File: src/rtl/msixcap_regs.sv
module msixcap_regs #(
  parameter int          VEC_COUNT      = 32,
  parameter logic [31:0] ORIG_BAR_BYTES = 32'h0000_4000,
  parameter int          BIR            = 2
) (
  input  logic        clk,
  input  logic        rst_n,
  input  logic [3:2]  cfg_addr,
  input  logic        cfg_wr,
  input  logic [3:0]  cfg_be,
  input  logic [31:0] cfg_wdata,
  output logic [31:0] cfg_rdata,
  output logic        msix_en,
  output logic        func_mask,
  output logic        intx_deassert,
  output logic        rescan_req,
  output logic [32:0] bar_size_new
);
  localparam logic [31:0] PAGE   = 32'h0000_1000;
  localparam logic [31:0] ADJ    = (ORIG_BAR_BYTES == 0) ? 32'h0 :
                                   (ORIG_BAR_BYTES < PAGE) ? PAGE : ORIG_BAR_BYTES;
  localparam logic [32:0] NEWSZ  = (ORIG_BAR_BYTES == 0) ? {1'b0, PAGE} : {ADJ, 1'b0};
  localparam logic [31:0] BIRV   = 32'(BIR);
  localparam logic [31:0] TBL    = ADJ | BIRV;
  localparam logic [31:0] PBA    = (ADJ + 32'h800) | BIRV;
  localparam logic [10:0] QSIZE  = 11'(VEC_COUNT - 1);

  if (VEC_COUNT < 1 || VEC_COUNT > 32) begin : g_bad_count
    $error("msixcap_regs: VEC_COUNT out of range");
  end
  if (ORIG_BAR_BYTES > 32'h8000_0000) begin : g_bad_bar
    $error("msixcap_regs: ORIG_BAR_BYTES above 2 GB");
  end
  if (BIR < 0 || BIR > 5) begin : g_bad_bir
    $error("msixcap_regs: BIR out of range");
  end

  logic en_q, mask_q, intx_q, rescan_q;
  logic ctrl_hit;
  logic unused_bits;

  assign ctrl_hit    = cfg_wr && cfg_be[3] && (cfg_addr == 2'd0);
  assign unused_bits = ^{cfg_wdata[29:0], cfg_be[2:0]};

  always_ff @(posedge clk) begin
    if (!rst_n) begin
      en_q     <= 1'b0;
      mask_q   <= 1'b0;
      intx_q   <= 1'b0;
      rescan_q <= 1'b0;
    end else begin
      if (ctrl_hit) begin
        en_q   <= cfg_wdata[31];
        mask_q <= cfg_wdata[30];
      end
      intx_q   <= ctrl_hit && cfg_wdata[31];
      rescan_q <= ctrl_hit && cfg_wdata[31] && !cfg_wdata[30];
    end
  end

  always_comb begin
    case (cfg_addr)
      2'd0:    cfg_rdata = {en_q, mask_q, 3'b000, QSIZE, 8'h00, 8'h11};
      2'd1:    cfg_rdata = TBL;
      2'd2:    cfg_rdata = PBA;
      default: cfg_rdata = 32'h0;
    endcase
  end

  assign msix_en       = en_q;
  assign func_mask     = mask_q;
  assign intx_deassert = intx_q;
  assign rescan_req    = rescan_q;
  assign bar_size_new  = NEWSZ;
endmodule


File: config.mk
export PLATFORM = sky130hd
export DESIGN_NAME = msixcap_regs
export DESIGN_NICKNAME = d
export VERILOG_FILES = /design/src/rtl/msixcap_regs.sv
export SDC_FILE = /design/constraint.sdc
export NUM_CORES = 1
export LEC_CHECK = 0
export BUFFER_PORTS_ARGS = -buffer_cell sky130_fd_sc_hd__buf_2
export CAP_MARGIN = 20
export CORE_ASPECT_RATIO = 1.75
export CORE_MARGIN = 2
export CORE_UTILIZATION = 28
export CTS_BUF_LIST = sky130_fd_sc_hd__clkbuf_8
export DETAILED_ROUTE_END_ITERATION = 10
export GPL_TIMING_DRIVEN = 0
export PLACE_DENSITY = 0.81
export SLEW_MARGIN = 20
export SYNTH_ARGS = -nofsm -noshare
export SYNTH_HDL_FRONTEND = slang
export SYNTH_SLANG_ARGS = --single-unit
File: constraint.sdc
create_clock -name clk -period 1.2 [get_ports clk]
set_input_delay 0.18 -clock clk [delete_from_list [all_inputs] [get_ports clk]]
set_output_delay 0.18 -clock clk [all_outputs]
set_load 0.1 [all_outputs]
==> summary.txt, run 1 <==
Clock tree
  – Clk root buf: clkbuf_8
  – Post-CTS setup buffers: 0
  – Worst-path clk slew: 0.03 ns
  – Clock buffer count from CTS: 3
  – CTS Sinks: 4
  – Skew-Pair Late Insertion Delay: 0.22 ns
  – Clock buffer depth: 2
  – TritonCTS clock tree: yes
  – H-Tree Depth: 1
  – Hold-fix buffers, CTS: 0
  – Post-CTS sizing: 16

Worst setup path
  – Required @ worst endpoint: 1.02 ns
  – Worst Reg-to-Reg Cells: 2
  – CP bufs+invs: 4
  – Crit path launch type: input pin
  – Critical path's largest stage delay: 0.21 ns
  – CP Depth: 5
  – Crit path max-delay cell type: ha_4
  – Delay-heaviest family, CP: buffers and inverters
  – CP endpoint kind: primary output
  – Arr. time, crit path: 0.98 ns
  – Kind of critical path: in2out
  – Crit-path cells: buf_2 -> inv_1 -> ha_4 -> buf_4 -> buf_6
  – Crit path max fanout: 7

Power and ir drop
  – Peak VDD IR: 0.504 mV
  – Internal: 551 uW
  – Gate power share: 0.731
  – Clock share of power: 0.185
  – Sw Share: 0.652
  – Pleak: 0.000743 uW
  – Net Sw Power: 1030 uW
  – PwrDens: 1360 mW/mm2
  – Reg power frac: 0.085

Placed design
  – Number of port buffers: 23
  – HPWL Detailed: 1.03 mm
  – DP Cell Count: 181
  – Place WS: -0.150 ns
  – RD Place Congestion: 0.624

Cells and area
  – P&R area growth vs syn: 75.3%
  – Highest-count cells in the layout ignoring fill and taps: buf_4 (59), conb_1 (53), buf_6 (13)
  – N_diodes: 0
  – Share of cells above drive strength 1: 0.594
  – Finished Core Util: 0.511
  – Filler cell count: 212
  – Fin nets: 205
  – Leading cell type in the layout, fill and taps excluded: buf_4
  – Final Non-Filler Cells: 185

Timing
  – # setup viols final: 0
  – Final Skew: 0 ns
  – Final Hold Fails: 0
  – Fin worst setup slack: 0.0406 ns
  – Post-layout minimum cycle time: 1.16 ns
  – Hold_ws: 0.144 ns
  – Max Clk Rate: 863 MHz
  – Final Cycle Share: 0.966
  – Fin. max-slew vios: 0
  – RSZ-0062 raised after global routing: false
  – Setup TNS: 0 ns

Hold path
  – Hold Path Depth: 2
  – Worst hold path type: in2reg

Global route
  – Vias in the first global route: 406
  – Gr usage total: 0.0777
  – Largest net degree at the start of global routing: 8
  – First-pass GRT wire length: 1.46 mm
  – Initial antenna violation count: 0
  – Grt total ovfl: 0

Yosys
  – Mapped Area: 663 um2
  – Synth warnings: 0
  – Yosys cell types: 11
  – Avg Cell Area, Syn: 8.09 um2
  – Synthesized instance count: 82
  – Seq cells post-synth: 4
  – Post-synthesis sequential area ratio: 0.121

Die
  – Core box area: 0.00227 mm2
  – Die area: 0.00279 mm2
  – Die Width: 40.8 um
  – Site row count: 23
  – Die height: 68.4 um
  – IO Count: 110
  – Initial Util: 0.292

Drt
  – Via count: 543
  – Drt total wl: 1.19 mm
  – Pre-antenna DRT Iters: 2
  – Drt wl/cell: 6.43 um
  – Drt initial violations: 3
  – Antenna Nets Post-Route: 0
  – Detailed-route DRC error count: 0
  – Vias/cell: 2.94

Status
  – Status: finished, final reports clean

Flow run
  – Max-Cap Viols: 0
-- state kept, by name (all words and copies together) (netlist names) --
register / cells
intx_deassert: 1
func_mask: 1
rescan_req: 1
msix_en: 1
-- Yosys cell counts --
library cell  instances  area share
and2_2                2       0.023
nand2_1               4       0.023
inv_1                 2       0.011
dfxtp_1               4        0.12
mux2i_1               2       0.030
and3_1                1      0.0094
buf_4                60        0.68
conb_1                2       0.011
and3_4                1       0.017
ha_1                  3       0.057
nor3b_2               1       0.019
-- metrics by stage --
stage / total power [uW] / area (um2)
detailed placement: 1260 / 1050
global route: 1640 / 1160
finish: 1580 / 1160
CTS: 1570 / 1140
floorplan: 1230 / 907
global placement: 1250 / 1050
-- cells by family (layout without fill, tap and decap cells) --
logic type                 after synthesis  after routing  share of synthesized area
buffers and inverters                   62             89                      0.691
and+or+nand+nor                          9              9                     0.0906
DFF                                      4              4                      0.121
adders and majority gates                3              3                     0.0566
other                                    2             53                     0.0113
muxes                                    2              2                     0.0302
-- path summary, 6_finish.rpt --
kind	start	slack [ns]	end
min	cfg_wdata[30]	0.14	rescan_req
max	cfg_addr[2]	0.04	cfg_rdata[16]
min reg2reg	msix_en	0.48	msix_en
max reg2reg	func_mask	0.62	func_mask
-- per-layer routing --
| layer | track usage | wire length, um | vias to the layer above |
|---|---|---|---|
| met5 | 0 | 0 | - |
| met4 | 0.0375 | 0 | 0 |
| met3 | 0.0455 | 217 | 0 |
| met2 | 0.150 | 682 | 53 |
| met1 | 0.0491 | 289 | 197 |
| li1 | - | - | 293 |
-- power by group through the flow --
stage / registers, uW / logic [uW] / clock network [uW]
finish: 134 / 1160 / 292
global route: 134 / 1190 / 315
CTS: 134 / 1140 / 300
detailed placement: 136 / 1120 / 0
global placement: 135 / 1120 / 0
floorplan: 150 / 1080 / 0
-- cell type report --
class                   count  area [um2]  area share
inverters                   2        7.51     0.00646
plain buffers              60         465       0.400
repair buffers             23         179       0.154
multi-input cells          67         347       0.298
clock inverters             1        3.75     0.00323
clock buffers               3        41.3      0.0355
flip-flops and latches      4        87.6      0.0754
well taps                  25        31.3      0.0269
Note: power is estimated with default switching activity, not from simulation.
==> run 2, diff against run 1 <==
--- a/config.mk
+++ b/config.mk
@@ -5,15 +5,16 @@
 export SDC_FILE = /design/constraint.sdc
 export NUM_CORES = 1
 export LEC_CHECK = 0
+export ABC_AREA = 1
 export BUFFER_PORTS_ARGS = -buffer_cell sky130_fd_sc_hd__buf_2
-export CAP_MARGIN = 20
+export CAP_MARGIN = 0
 export CORE_ASPECT_RATIO = 1.75
 export CORE_MARGIN = 2
 export CORE_UTILIZATION = 28
 export CTS_BUF_LIST = sky130_fd_sc_hd__clkbuf_8
 export DETAILED_ROUTE_END_ITERATION = 10
 export GPL_TIMING_DRIVEN = 0
-export PLACE_DENSITY = 0.81
+export PLACE_DENSITY = 0.82
 export SLEW_MARGIN = 20
 export SYNTH_ARGS = -nofsm -noshare
 export SYNTH_HDL_FRONTEND = slang
==> run 2 against run 1 <==
  * Final area grew 0.86%
  * Sequential cell count is the same
  * Synthesized cell count grew 4.9%
  * Core utilization grew 1.1 points
  * First-iteration DRC count shrank 33%
  * Critical path depth shrank 4
  * Count of clock-buffer cells in the layout is the same
  * Die area shrank 1.9%
  * Non-clock buffer count is the same
  * Worst setup slack gained 0.00090 ns
  * Critical path type is now reg2out
  * Critical endpoint is now msix_en
  * Largest cell class unchanged
  * Largest power group unchanged
==> summary.txt, run 2 <==
Drt
  – Vias/cell: 3.01
  – Drt wl/cell: 6.16 um
  – Drt total wl: 1.17 mm
  – Met1 WL: 277 um
  – Met2 WL: 654 um
  – Detailed-route DRC error count: 0
  – Met3 WL post-DR: 207 um
  – Via count: 569
  – Top sig layer: met4
  – Drt initial violations: 2
  – Antenna Nets Post-Route: 0
  – Pre-antenna DRT Iters: 2

Power and ir drop
  – Reg power frac: 0.085
  – Gate power share: 0.734
  – PwrDens: 1350 mW/mm2
  – Net Sw Power: 1030 uW
  – Internal: 554 uW
  – Clock share of power: 0.181
  – Peak VDD IR: 0.544 mV
  – Pleak: 0.000739 uW
  – Sw Share: 0.651

Hold path
  – Worst hold path type: in2reg
  – Hold wc startpoint: cfg_wdata[30]
  – Hold Path Depth: 2

Timing
  – Final Skew: 0 ns
  – Fin. max-slew vios: 0
  – Final Cycle Share: 0.965
  – RSZ-0062 raised after global routing: false
  – # setup viols final: 0
  – Setup TNS: 0 ns
  – Post-layout minimum cycle time: 1.16 ns
  – Final Hold Fails: 0
  – Hold_ws: 0.156 ns
  – Max Clk Rate: 863 MHz

Cells and area
  – Filler cell count: 221
  – Finished Cell Area: 0.00117 mm2
  – Flip-flop and latch area: 87.6 um2
  – N_diodes: 0
  – Multi-input logic area: 319 um2
  – Highest-count cells in the layout ignoring fill and taps: buf_4 (56), conb_1 (53), buf_6 (14)
  – Fin nets: 209
  – Leading cell type in the layout, fill and taps excluded: buf_4
  – P&R area growth vs syn: 80.5%
  – Final Non-Filler Cells: 189
  – Share of cells above drive strength 1: 0.579

Die
  – Die area: 0.00274 mm2
  – Core box area: 0.00224 mm2
  – Site row count: 23
  – Initial Util: 0.289
  – Die height: 67.7 um
  – IO Count: 110
  – Die Width: 40.4 um

Placed design
  – RD Place Congestion: 0.629
  – DP Cell Count: 185
  – HPWL Detailed: 1.07 mm
  – Placed cell areas: 0.00106 mm2
  – Number of port buffers: 23

Global route
  – Vias in the first global route: 428
  – Grt total ovfl: 0
  – Gr usage total: 0.0760
  – Initial antenna violation count: 0
  – Largest net degree at the start of global routing: 8
  – First-pass GRT wire length: 1.46 mm

Yosys
  – Seq cells post-synth: 4
  – Mapped Area: 649 um2
  – Top cell type's share of synthesized area: 0.694
  – Synth warnings: 0
  – Main synth FF type: dfxtp_1
  – Top-count cell post-synth: buf_4
  – Ys async rst share: 0
  – Area leader, netlist: buf_4
  – Main area contributors after synthesis: buf_4 (69%), dfxtp_1 (12%), ha_1 (5.8%)
  – Synth cell count leaders: buf_4 (60), inv_1 (5), nand2_1 (5)
  – Avg Cell Area, Syn: 7.55 um2
  – Synthesized instance count: 86
  – Yosys cell types: 11
  – Number of synthesized flops with an enable pin: 0
  – Post-synthesis sequential area ratio: 0.123

Clock tree
  – Hold-fix buffers, CTS: 0
  – Clk root buf: clkbuf_8
  – CTS Sinks: 4
  – Post-CTS setup buffers: 0
  – H-Tree Depth: 1
  – Skew-Pair Late Insertion Delay: 0.21 ns
  – Worst-path clk slew: 0.04 ns
  – Clock buffer depth: 2
  – Clock buffer count from CTS: 3
  – TritonCTS clock tree: yes

Worst setup path
  – Required @ worst endpoint: 1.02 ns
  – Arr. time, crit path: 0.98 ns
  – Crit path launch type: flop
  – Delay-heaviest family, CP: buffers and inverters
  – Crit-path cells: buf_2
  – CP Depth: 1
  – CP bufs+invs: 1
  – Crit path max-delay cell type: buf_2
  – Crit path from: msix_en
  – Critical path's largest stage delay: 0.42 ns
  – Crit path max fanout: 3
  – Kind of critical path: reg2out
  – Worst Reg-to-Reg Cells: 4
  – Reg2Reg Launch Point: func_mask
  – CP endpoint kind: primary output

Flow run
  – Max-Cap Viols: 0

Status
  – Status: finished, final reports clean
==> run 2: per-stage QoR <==
step           utilization  setup WS, ns  total power (uW)
5_1_grt              0.522        0.0110              1630
3_5_place_dp         0.470        -0.175              1260
2_1_floorplan            -       0.00412              1240
3_3_place_gp         0.470        -0.146              1260
6_report             0.522        0.0415              1590
4_1_cts              0.517        0.0135              1580
==> run 2: layout make-up <==
class / instances / share of cell area
buffer: 60 / 0.407
inverter: 5 / 0.0224
multi-input combinational: 68 / 0.272
sequential: 4 / 0.0747
clock inverter: 1 / 0.00320
tap: 25 / 0.0267
timing repair buffer: 23 / 0.159
clock buffer: 3 / 0.0352
==> run 2: cells by family after synthesis <==
group / synth area share
AND/OR/NAND/NOR: 0.0771
buffers and inverters: 0.723
AO/OA/AOI/OAI: 0.00770
other: 0.0116
flip-flops: 0.123
adder cells (fa/ha/maj): 0.0578
==> run 2: layer usage <==
| metal | GRT usage | vias up |
|---|---|---|
| met2 | 0.173 | 52 |
| met1 | 0.0417 | 216 |
| met5 | 0 | - |
| li1 | - | 299 |
| met4 | 0.0500 | 0 |
| met3 | 0.00329 | 2 |
==> run 2: repair_timing <==
action,4_1_cts,5_1_grt
hold endpoints to repair,0,0
setup endpoints to repair,12,5
resized for setup,20,4
pin swaps,0,1
==> run 2: path summary, 6_finish.rpt <==
| check | to | slack [ns] |
|---|---|---|
| worst min register to register | msix_en | 0.53 |
| worst max register to register | func_mask | 0.58 |
| worst max-delay path | msix_en | 0.04 |
| worst min-delay path | rescan_req | 0.16 |
==> run 2: power by group through the flow <==
stage / registers, uW / logic, uW / clock network, uW
final: 135 / 1160 / 287
after CTS: 134 / 1150 / 292
after global placement: 136 / 1130 / 0
after detailed placement: 136 / 1130 / 0
after floorplan: 154 / 1080 / 0
after global routing: 135 / 1200 / 302
==> run 2: worst reg2reg max path, cell delays in order (launching register included) <==
cell and delay, ns:
dfxtp_4 0.33, inv_1 0.05, nand2_1 0.04, nand2_1 0.06, nor2_1 0.03
